--- config.mk ---
export PLATFORM = sky130hd
export DESIGN_NAME = serial_boot_autobaud
export DESIGN_NICKNAME = d
export VERILOG_FILES = /design/src/rtl/sba_pkg.sv /design/src/rtl/sba_sync.sv /design/src/rtl/sba_entry.sv /design/src/rtl/sba_classify.sv /design/src/rtl/sba_hunt.sv /design/src/rtl/serial_boot_autobaud.sv
export SDC_FILE = /design/constraint.sdc
export NUM_CORES = 1
export LEC_CHECK = 0
export BUFFER_PORTS_ARGS = -buffer_cell sky130_fd_sc_hd__buf_4
export CORE_MARGIN = 3
export CORE_UTILIZATION = 25
export DETAILED_ROUTE_END_ITERATION = 6
export MAX_ROUTING_LAYER = met4
export PLACE_DENSITY = 0.46
export SLEW_MARGIN = 20
export SYNTH_ARGS = -nofsm -noshare
export SYNTH_HDL_FRONTEND = slang
export SYNTH_SLANG_ARGS = --single-unit
--- constraint.sdc ---
create_clock -name clk -period 4.6 [get_ports clk]
set_input_delay 0.92 -clock clk [delete_from_list [all_inputs] [get_ports clk]]
set_output_delay 0.92 -clock clk [all_outputs]
set_load 0.02 [all_outputs]
--- src/rtl/sba_pkg.sv ---
package sba_pkg;
  localparam int NRATES = 4;
  localparam logic [7:0] CR_CHAR = 8'h0D;

  typedef enum logic [2:0] {
    S_IDLE = 3'd0,
    S_HUNT = 3'd1,
    S_MEAS = 3'd2,
    S_DATA = 3'd3,
    S_LOCK = 3'd4
  } hunt_st_e;

  // rate code to bit/s
  function automatic int rate_baud(input int idx);
    case (idx)
      0:       return 300;
      1:       return 1200;
      2:       return 2400;
      default: return 9600;
    endcase
  endfunction

  function automatic int bit_cycles(input int clk_hz, input int idx);
    return clk_hz / rate_baud(idx);
  endfunction
endpackage

--- src/rtl/sba_sync.sv ---
module sba_sync #(
  parameter int W = 1,
  parameter int STAGES = 2,
  parameter logic [W-1:0] INIT = '0
) (
  input  logic         clk,
  input  logic         rst,
  input  logic [W-1:0] d,
  output logic [W-1:0] q
);
  logic [W-1:0] pipe [STAGES];

  always_ff @(posedge clk) begin
    if (rst) begin
      for (int i = 0; i < STAGES; i++) pipe[i] <= INIT;
    end else begin
      pipe[0] <= d;
      for (int i = 1; i < STAGES; i++) pipe[i] <= pipe[i-1];
    end
  end

  assign q = pipe[STAGES-1];
endmodule

--- src/rtl/sba_entry.sv ---
module sba_entry (
  input  logic       clk,
  input  logic       rst,
  input  logic       hold_s,
  input  logic       strobe_n_s,
  input  logic [1:0] strap_s,
  output logic       ser_mode,
  output logic       par_mode
);
  logic order_ok;
  logic entered;

  assign entered = ser_mode | par_mode;

  always_ff @(posedge clk) begin
    if (rst || !hold_s) begin
      order_ok <= 1'b0;
      ser_mode <= 1'b0;
      par_mode <= 1'b0;
    end else if (!entered) begin
      if (strobe_n_s) order_ok <= 1'b1;
      if (order_ok && !strobe_n_s) begin
        if (&strap_s) ser_mode <= 1'b1;
        else          par_mode <= 1'b1;
      end
    end
  end

  // a mode is only entered from reset held with the strobe low
  assert_entry_cond_R2: assert property (@(posedge clk) disable iff (rst)
    (entered && !$past(entered)) |-> $past(hold_s && !strobe_n_s));

  // serial mode only appears with both straps high
  assert_strap_serial_R4: assert property (@(posedge clk) disable iff (rst)
    $rose(ser_mode) |-> $past(&strap_s));

  // releasing the reset pin drops any mode
  assert_release_clears_R9: assert property (@(posedge clk) disable iff (rst)
    !hold_s |=> !entered);
endmodule

--- src/rtl/sba_classify.sv ---
module sba_classify import sba_pkg::*; #(
  parameter int CLK_HZ  = 11_059_200,
  parameter int TOL_PCT = 6,
  parameter int CNT_W   = 16
) (
  input  logic [CNT_W-1:0] len,
  output logic             hit,
  output logic [1:0]       idx
);
  logic [NRATES-1:0] win;

  for (genvar i = 0; i < NRATES; i++) begin : g_win
    localparam int BT = bit_cycles(CLK_HZ, i);
    localparam int DT = BT * TOL_PCT / 100;
    assign win[i] = (len >= CNT_W'(BT - DT)) && (len <= CNT_W'(BT + DT));
  end

  always_comb begin
    hit = |win;
    idx = 2'd0;
    for (int i = 0; i < NRATES; i++) begin
      if (win[i]) idx = 2'(i);
    end
  end
endmodule

--- src/rtl/sba_hunt.sv ---
module sba_hunt import sba_pkg::*; #(
  parameter int CLK_HZ  = 11_059_200,
  parameter int TOL_PCT = 6,
  parameter int DIV_W   = 16
) (
  input  logic             clk,
  input  logic             rst,
  input  logic             enable,
  input  logic             rx,
  output logic             locked,
  output logic [1:0]       code,
  output logic [DIV_W-1:0] div
);
  localparam int BT_SLOW = bit_cycles(CLK_HZ, 0);
  localparam int LIMIT   = BT_SLOW + BT_SLOW * TOL_PCT / 100 + 1;
  localparam int CNT_W   = $clog2(LIMIT + 1);

  hunt_st_e         st;
  logic [CNT_W-1:0] cnt;
  logic [DIV_W-1:0] timer;
  logic [2:0]       bitn;
  logic [7:0]       sh;
  logic [7:0]       nxt;
  logic [1:0]       sel;
  logic             hit;
  logic [1:0]       hit_idx;

  function automatic logic [DIV_W-1:0] bt_of(input logic [1:0] s);
    logic [DIV_W-1:0] r;
    r = '0;
    for (int k = 0; k < NRATES; k++) begin
      if (s == 2'(k)) r = DIV_W'(bit_cycles(CLK_HZ, k));
    end
    return r;
  endfunction

  sba_classify #(.CLK_HZ(CLK_HZ), .TOL_PCT(TOL_PCT), .CNT_W(CNT_W)) u_cls (
    .len(cnt),
    .hit(hit),
    .idx(hit_idx)
  );

  assign nxt = {rx, sh[7:1]};

  always_ff @(posedge clk) begin
    if (rst || !enable) begin
      st     <= S_IDLE;
      cnt    <= '0;
      timer  <= '0;
      bitn   <= '0;
      sh     <= '0;
      sel    <= '0;
      locked <= 1'b0;
      code   <= '0;
      div    <= '0;
    end else begin
      case (st)
        S_IDLE: if (rx) st <= S_HUNT;
        S_HUNT: begin
          if (!rx) begin
            st  <= S_MEAS;
            cnt <= CNT_W'(1);
          end
        end
        S_MEAS: begin
          if (!rx) begin
            if (cnt == CNT_W'(LIMIT)) st <= S_IDLE;
            else                      cnt <= cnt + 1'b1;
          end else if (hit) begin
            st    <= S_DATA;
            sel   <= hit_idx;
            timer <= (bt_of(hit_idx) >> 1) - 1'b1;
            bitn  <= '0;
          end else begin
            st <= S_IDLE;
          end
        end
        S_DATA: begin
          if (timer == '0) begin
            sh    <= nxt;
            timer <= bt_of(sel) - 1'b1;
            bitn  <= bitn + 1'b1;
            if (bitn == 3'd7) begin
              if (nxt == CR_CHAR) begin
                st     <= S_LOCK;
                locked <= 1'b1;
                code   <= sel;
                div    <= bt_of(sel);
              end else begin
                st <= S_IDLE;
              end
            end
          end else begin
            timer <= timer - 1'b1;
          end
        end
        S_LOCK: st <= S_LOCK;
        default: st <= S_IDLE;
      endcase
    end
  end

  // the start-bit counter never runs past its abort limit
  assert_meas_bounded_R6: assert property (@(posedge clk) disable iff (rst)
    (st == S_MEAS) |-> (cnt <= CNT_W'(LIMIT)));

  // locked rate and divisor hold still
  assert_lock_stable_R8: assert property (@(posedge clk) disable iff (rst)
    (locked && $past(locked)) |-> ($stable(code) && $stable(div)));

  // a lock can only appear while serial mode is armed
  assert_lock_needs_mode_R10: assert property (@(posedge clk) disable iff (rst)
    $rose(locked) |-> $past(enable));

  // a locked divisor is never zero
  assert_div_nonzero_R5: assert property (@(posedge clk) disable iff (rst)
    locked |-> (div != '0));
endmodule

--- src/rtl/serial_boot_autobaud.sv ---
module serial_boot_autobaud import sba_pkg::*; #(
  parameter int CLK_HZ      = 11_059_200,
  parameter int TOL_PCT     = 6,
  parameter int SYNC_STAGES = 2,
  parameter int DIV_W       = $clog2(CLK_HZ / 300 + 1)
) (
  input  logic             clk,
  input  logic             rst,
  input  logic             dev_reset_i,
  input  logic             store_strobe_n_i,
  input  logic [1:0]       strap_i,
  input  logic             rxd_i,
  output logic             serial_mode_o,
  output logic             parallel_mode_o,
  output logic             baud_locked_o,
  output logic [1:0]       baud_code_o,
  output logic [DIV_W-1:0] baud_div_o
);
  localparam int IN_W = 5;

  logic [IN_W-1:0] raw_in;
  logic [IN_W-1:0] syn_in;
  logic            ser_mode;
  logic            par_mode;

  // {rx, reset pin, strobe_n, straps}; idle values after reset
  assign raw_in = {rxd_i, dev_reset_i, store_strobe_n_i, strap_i};

  sba_sync #(.W(IN_W), .STAGES(SYNC_STAGES), .INIT(5'b10100)) u_sync (
    .clk(clk),
    .rst(rst),
    .d(raw_in),
    .q(syn_in)
  );

  sba_entry u_entry (
    .clk(clk),
    .rst(rst),
    .hold_s(syn_in[3]),
    .strobe_n_s(syn_in[2]),
    .strap_s(syn_in[1:0]),
    .ser_mode(ser_mode),
    .par_mode(par_mode)
  );

  sba_hunt #(.CLK_HZ(CLK_HZ), .TOL_PCT(TOL_PCT), .DIV_W(DIV_W)) u_hunt (
    .clk(clk),
    .rst(rst),
    .enable(ser_mode),
    .rx(syn_in[4]),
    .locked(baud_locked_o),
    .code(baud_code_o),
    .div(baud_div_o)
  );

  assign serial_mode_o   = ser_mode;
  assign parallel_mode_o = par_mode;
endmodule

==> results.txt <==
status - completed
crit path launch type - flip-flop
Max Cap Violations - 0
fill count - 1,491
EDFF count, synth - 0
Seq cells post-synth - 69
via count - 3,151
Max stage delay on crit path - 0.50 ns
post-synthesis average cell area - 7.94 um^2
chip width - 126 um
synth warn - 0
critical path arrival - 3.24 ns
initial core utilization - 0.257
Worst Max-Slew Pin Slew - 0.893 ns
leakage power - 1.37 nW
post-DP HPWL - 5.79 mm
global-route wire length before repair - 14.5 mm
CTS tree - yes
RSZ-0062 raised after global routing - no
grt total ovfl - 0
Max Clk Rate - 332 MHz
sequential fraction of the synthesis area - 0.386
Tcrit/Tclk final - 0.656
Unique masters post-synth - 62
Design Power - 0.00132 W
antenna fix cells - 0
worst-path cell chain - inv_1 -> ha_1 -> nor3b_1 -> nand3_1 -> nor3_4 -> mux2i_1 -> xor2_1 -> o22ai_1 -> a2111oi_0
die area - 15,800 um^2
CP Data Required Time - 4.82 ns
commonest non-fill, non-tap cell in the layout - dfxtp_1
FP Rows - 43
CORE AREA - 13,900 um^2
crit path buf inv count - 1
Layout Skew - 0.00619 ns
clk sinks - 69
layout cells sized above 1 - 0.107
commonest cells after routing, fill and taps aside - dfxtp_1, nand2_1, nor2_1, a21oi_1, nand3_1
Via density - 4.93
synth-to-layout area growth - 14.8%
nets - 467
Final Hold Fails - 0
number of global-route vias before repair - 2,995
Tightest Hold Check Type - reg2reg
Slew Viols, Final - 0
Setup WS pre-CTS - 1.54 ns
clk buf depth - 2
WHS Path Cells - 1
Detail Route Antenna Nets - 0
Worst Hold Launch - u_sync.pipe[0][2]
Cells after Synth - 451
routability cong. - 0.911
port buffer count - 17
# setup viols final - 0
DR WL/cell - 13.0 um
Tot GR Track Use - 0.114
worst rel slew slack - 0.404
final WL - 8.33 mm
clk root buf - clkbuf_16
top_reg_cell synth - dfxtp_1
R2R Setup Slk - 1.58 ns
Slowest-stage cell, CP - nor3_4
ys async rst share - 0
post-CTS repair timing setup buffer count - 0
Hold-fix buffers, CTS - 0
clock latency at the later pin of the worst-skew pair - 0.34 ns
Worst Hold Endpoint - u_sync.pipe[0][7]
initial antenna violation count - 0
Final TNS setup - 0 ns
CP delay by family, top - simple AND/OR/NAND/NOR gates
Clock Pin Slew Worst Setup and Hold Paths - 0.06 ns
DR iter-0 viols - 199
r2r worst-path depth - 9
CP Capture Type - flip-flop
post-CTS sizing - 0
largest net degree at the start of global routing - 25
synthesized area - 3580 um^2
r2r endpoint - u_hunt.timer[9]
reg-to-reg startpoint - u_hunt.timer[0]
VDD IR max - 0.175 mV
first-pass detailed-route iteration total - 4
crit path kind - reg2reg
clock buffer count from CTS - 9
Final WS setup - 1.58 ns
IO Pins - 28
post-route minimum period - 3.02 ns
H-Tree Depth - 3
Post-route DRC - 0
DIE HEIGHT - 126 um
power per cell area - 321 nW/um^2
Max FO, Critical Path - 10
-- report_power, final --
part | switching [W] | total, W | internal (W)
combinational | 0.0000105 | 0.0000168 | 0.00000629
clock | 0.000278 | 0.000699 | 0.000421
sequential | 0.00000186 | 0.000604 | 0.000602
-- metal layers --
layer	routed length, um	up-vias	GRT usage
met3	285	11	0.0297
met5	0	-	-
met1	4120	1503	0.144
met2	3800	44	0.174
met4	124	0	0.0427
li1	-	1593	-
-- synth_stat cells (all sizes together), types with 7 or more instances --
library cell,count,share of area
nor2,46,0.050
nand4,7,0.012
xor2,15,0.037
nand2,52,0.055
buf,15,0.030
a21oi,42,0.059
nand3,24,0.034
dfxtp,69,0.39
nor3,17,0.027
o21ai,13,0.018
clkbuf,24,0.025
nor2b,16,0.028
-- flip-flops by register name, indices dropped and copies added (netlist names) --
signal,cells
u_entry.order_ok,1
u_entry.par_mode,1
u_entry.ser_mode,1
u_hunt.bitn,3
u_hunt.cnt,16
u_hunt.code,2
u_hunt.div,6
u_hunt.locked,1
u_hunt.sel,2
u_hunt.sh,7
u_hunt.st,3
u_hunt.timer,16
u_sync.pipe,10
-- worst reg2reg max path, cell delays in order (launching register included) --
cell       delay [ns]
dfxtp_1          0.33
inv_1            0.06
ha_1             0.17
nor3b_1          0.35
nand3_1          0.40
nor3_4           0.50
mux2i_1          0.46
xor2_1           0.18
o22ai_1          0.09
a2111oi_0        0.36
-- final cells by class --
class | count | area, um^2 | share of cell area
repair buffers | 22 | 165 | 0.0402
multi-input cells | 346 | 2010 | 0.490
clock buffers | 9 | 225 | 0.0548
well taps | 180 | 225 | 0.0548
flip-flops and latches | 69 | 1380 | 0.336
inverters | 6 | 22.5 | 0.00548
clock inverters | 7 | 75.1 | 0.0183
-- metrics by stage --
step | instance area [um^2] | hold WS [ns] | instances | util
after global placement | 3810 | 0.392 | 623 | 0.273
after global routing | 4110 | 0.432 | 639 | 0.295
after floorplan | 3610 | 0.389 | 460 | -
after detailed placement | 3810 | 0.393 | 623 | 0.273
final | 4110 | 0.406 | 639 | 0.295
after CTS | 4110 | 0.407 | 639 | 0.295
-- kinds of logic (layout without fill, tap and decap cells) --
kind of cell	count (synthesis)	count (layout)	share of synthesized area
simple gates	212	212	0.309
fa+ha+maj	6	6	0.0210
mux	1	1	0.00280
flops	69	69	0.386
xor+xnor	16	16	0.0391
compound gates	101	101	0.180
buf+inv	45	44	0.0612
other cells	1	10	0.00105
-- how the worst max path moves through the flow --
stage / startpoint / endpoint / slack, ns / depth (start not counted)
5_1_grt: u_hunt.timer[0] / u_hunt.timer[9] / 1.24 / 9
3_5_place_dp: u_hunt.timer[0] / u_hunt.timer[9] / 1.54 / 9
4_1_cts: u_hunt.timer[0] / u_hunt.timer[9] / 1.55 / 9
2_1_floorplan: u_hunt.timer[9] / u_hunt.timer[9] / 1.95 / 8
3_3_place_gp: u_hunt.timer[0] / u_hunt.timer[9] / 1.70 / 9
6_report: u_hunt.timer[0] / u_hunt.timer[9] / 1.58 / 9
(Power assumes the default switching activity.)
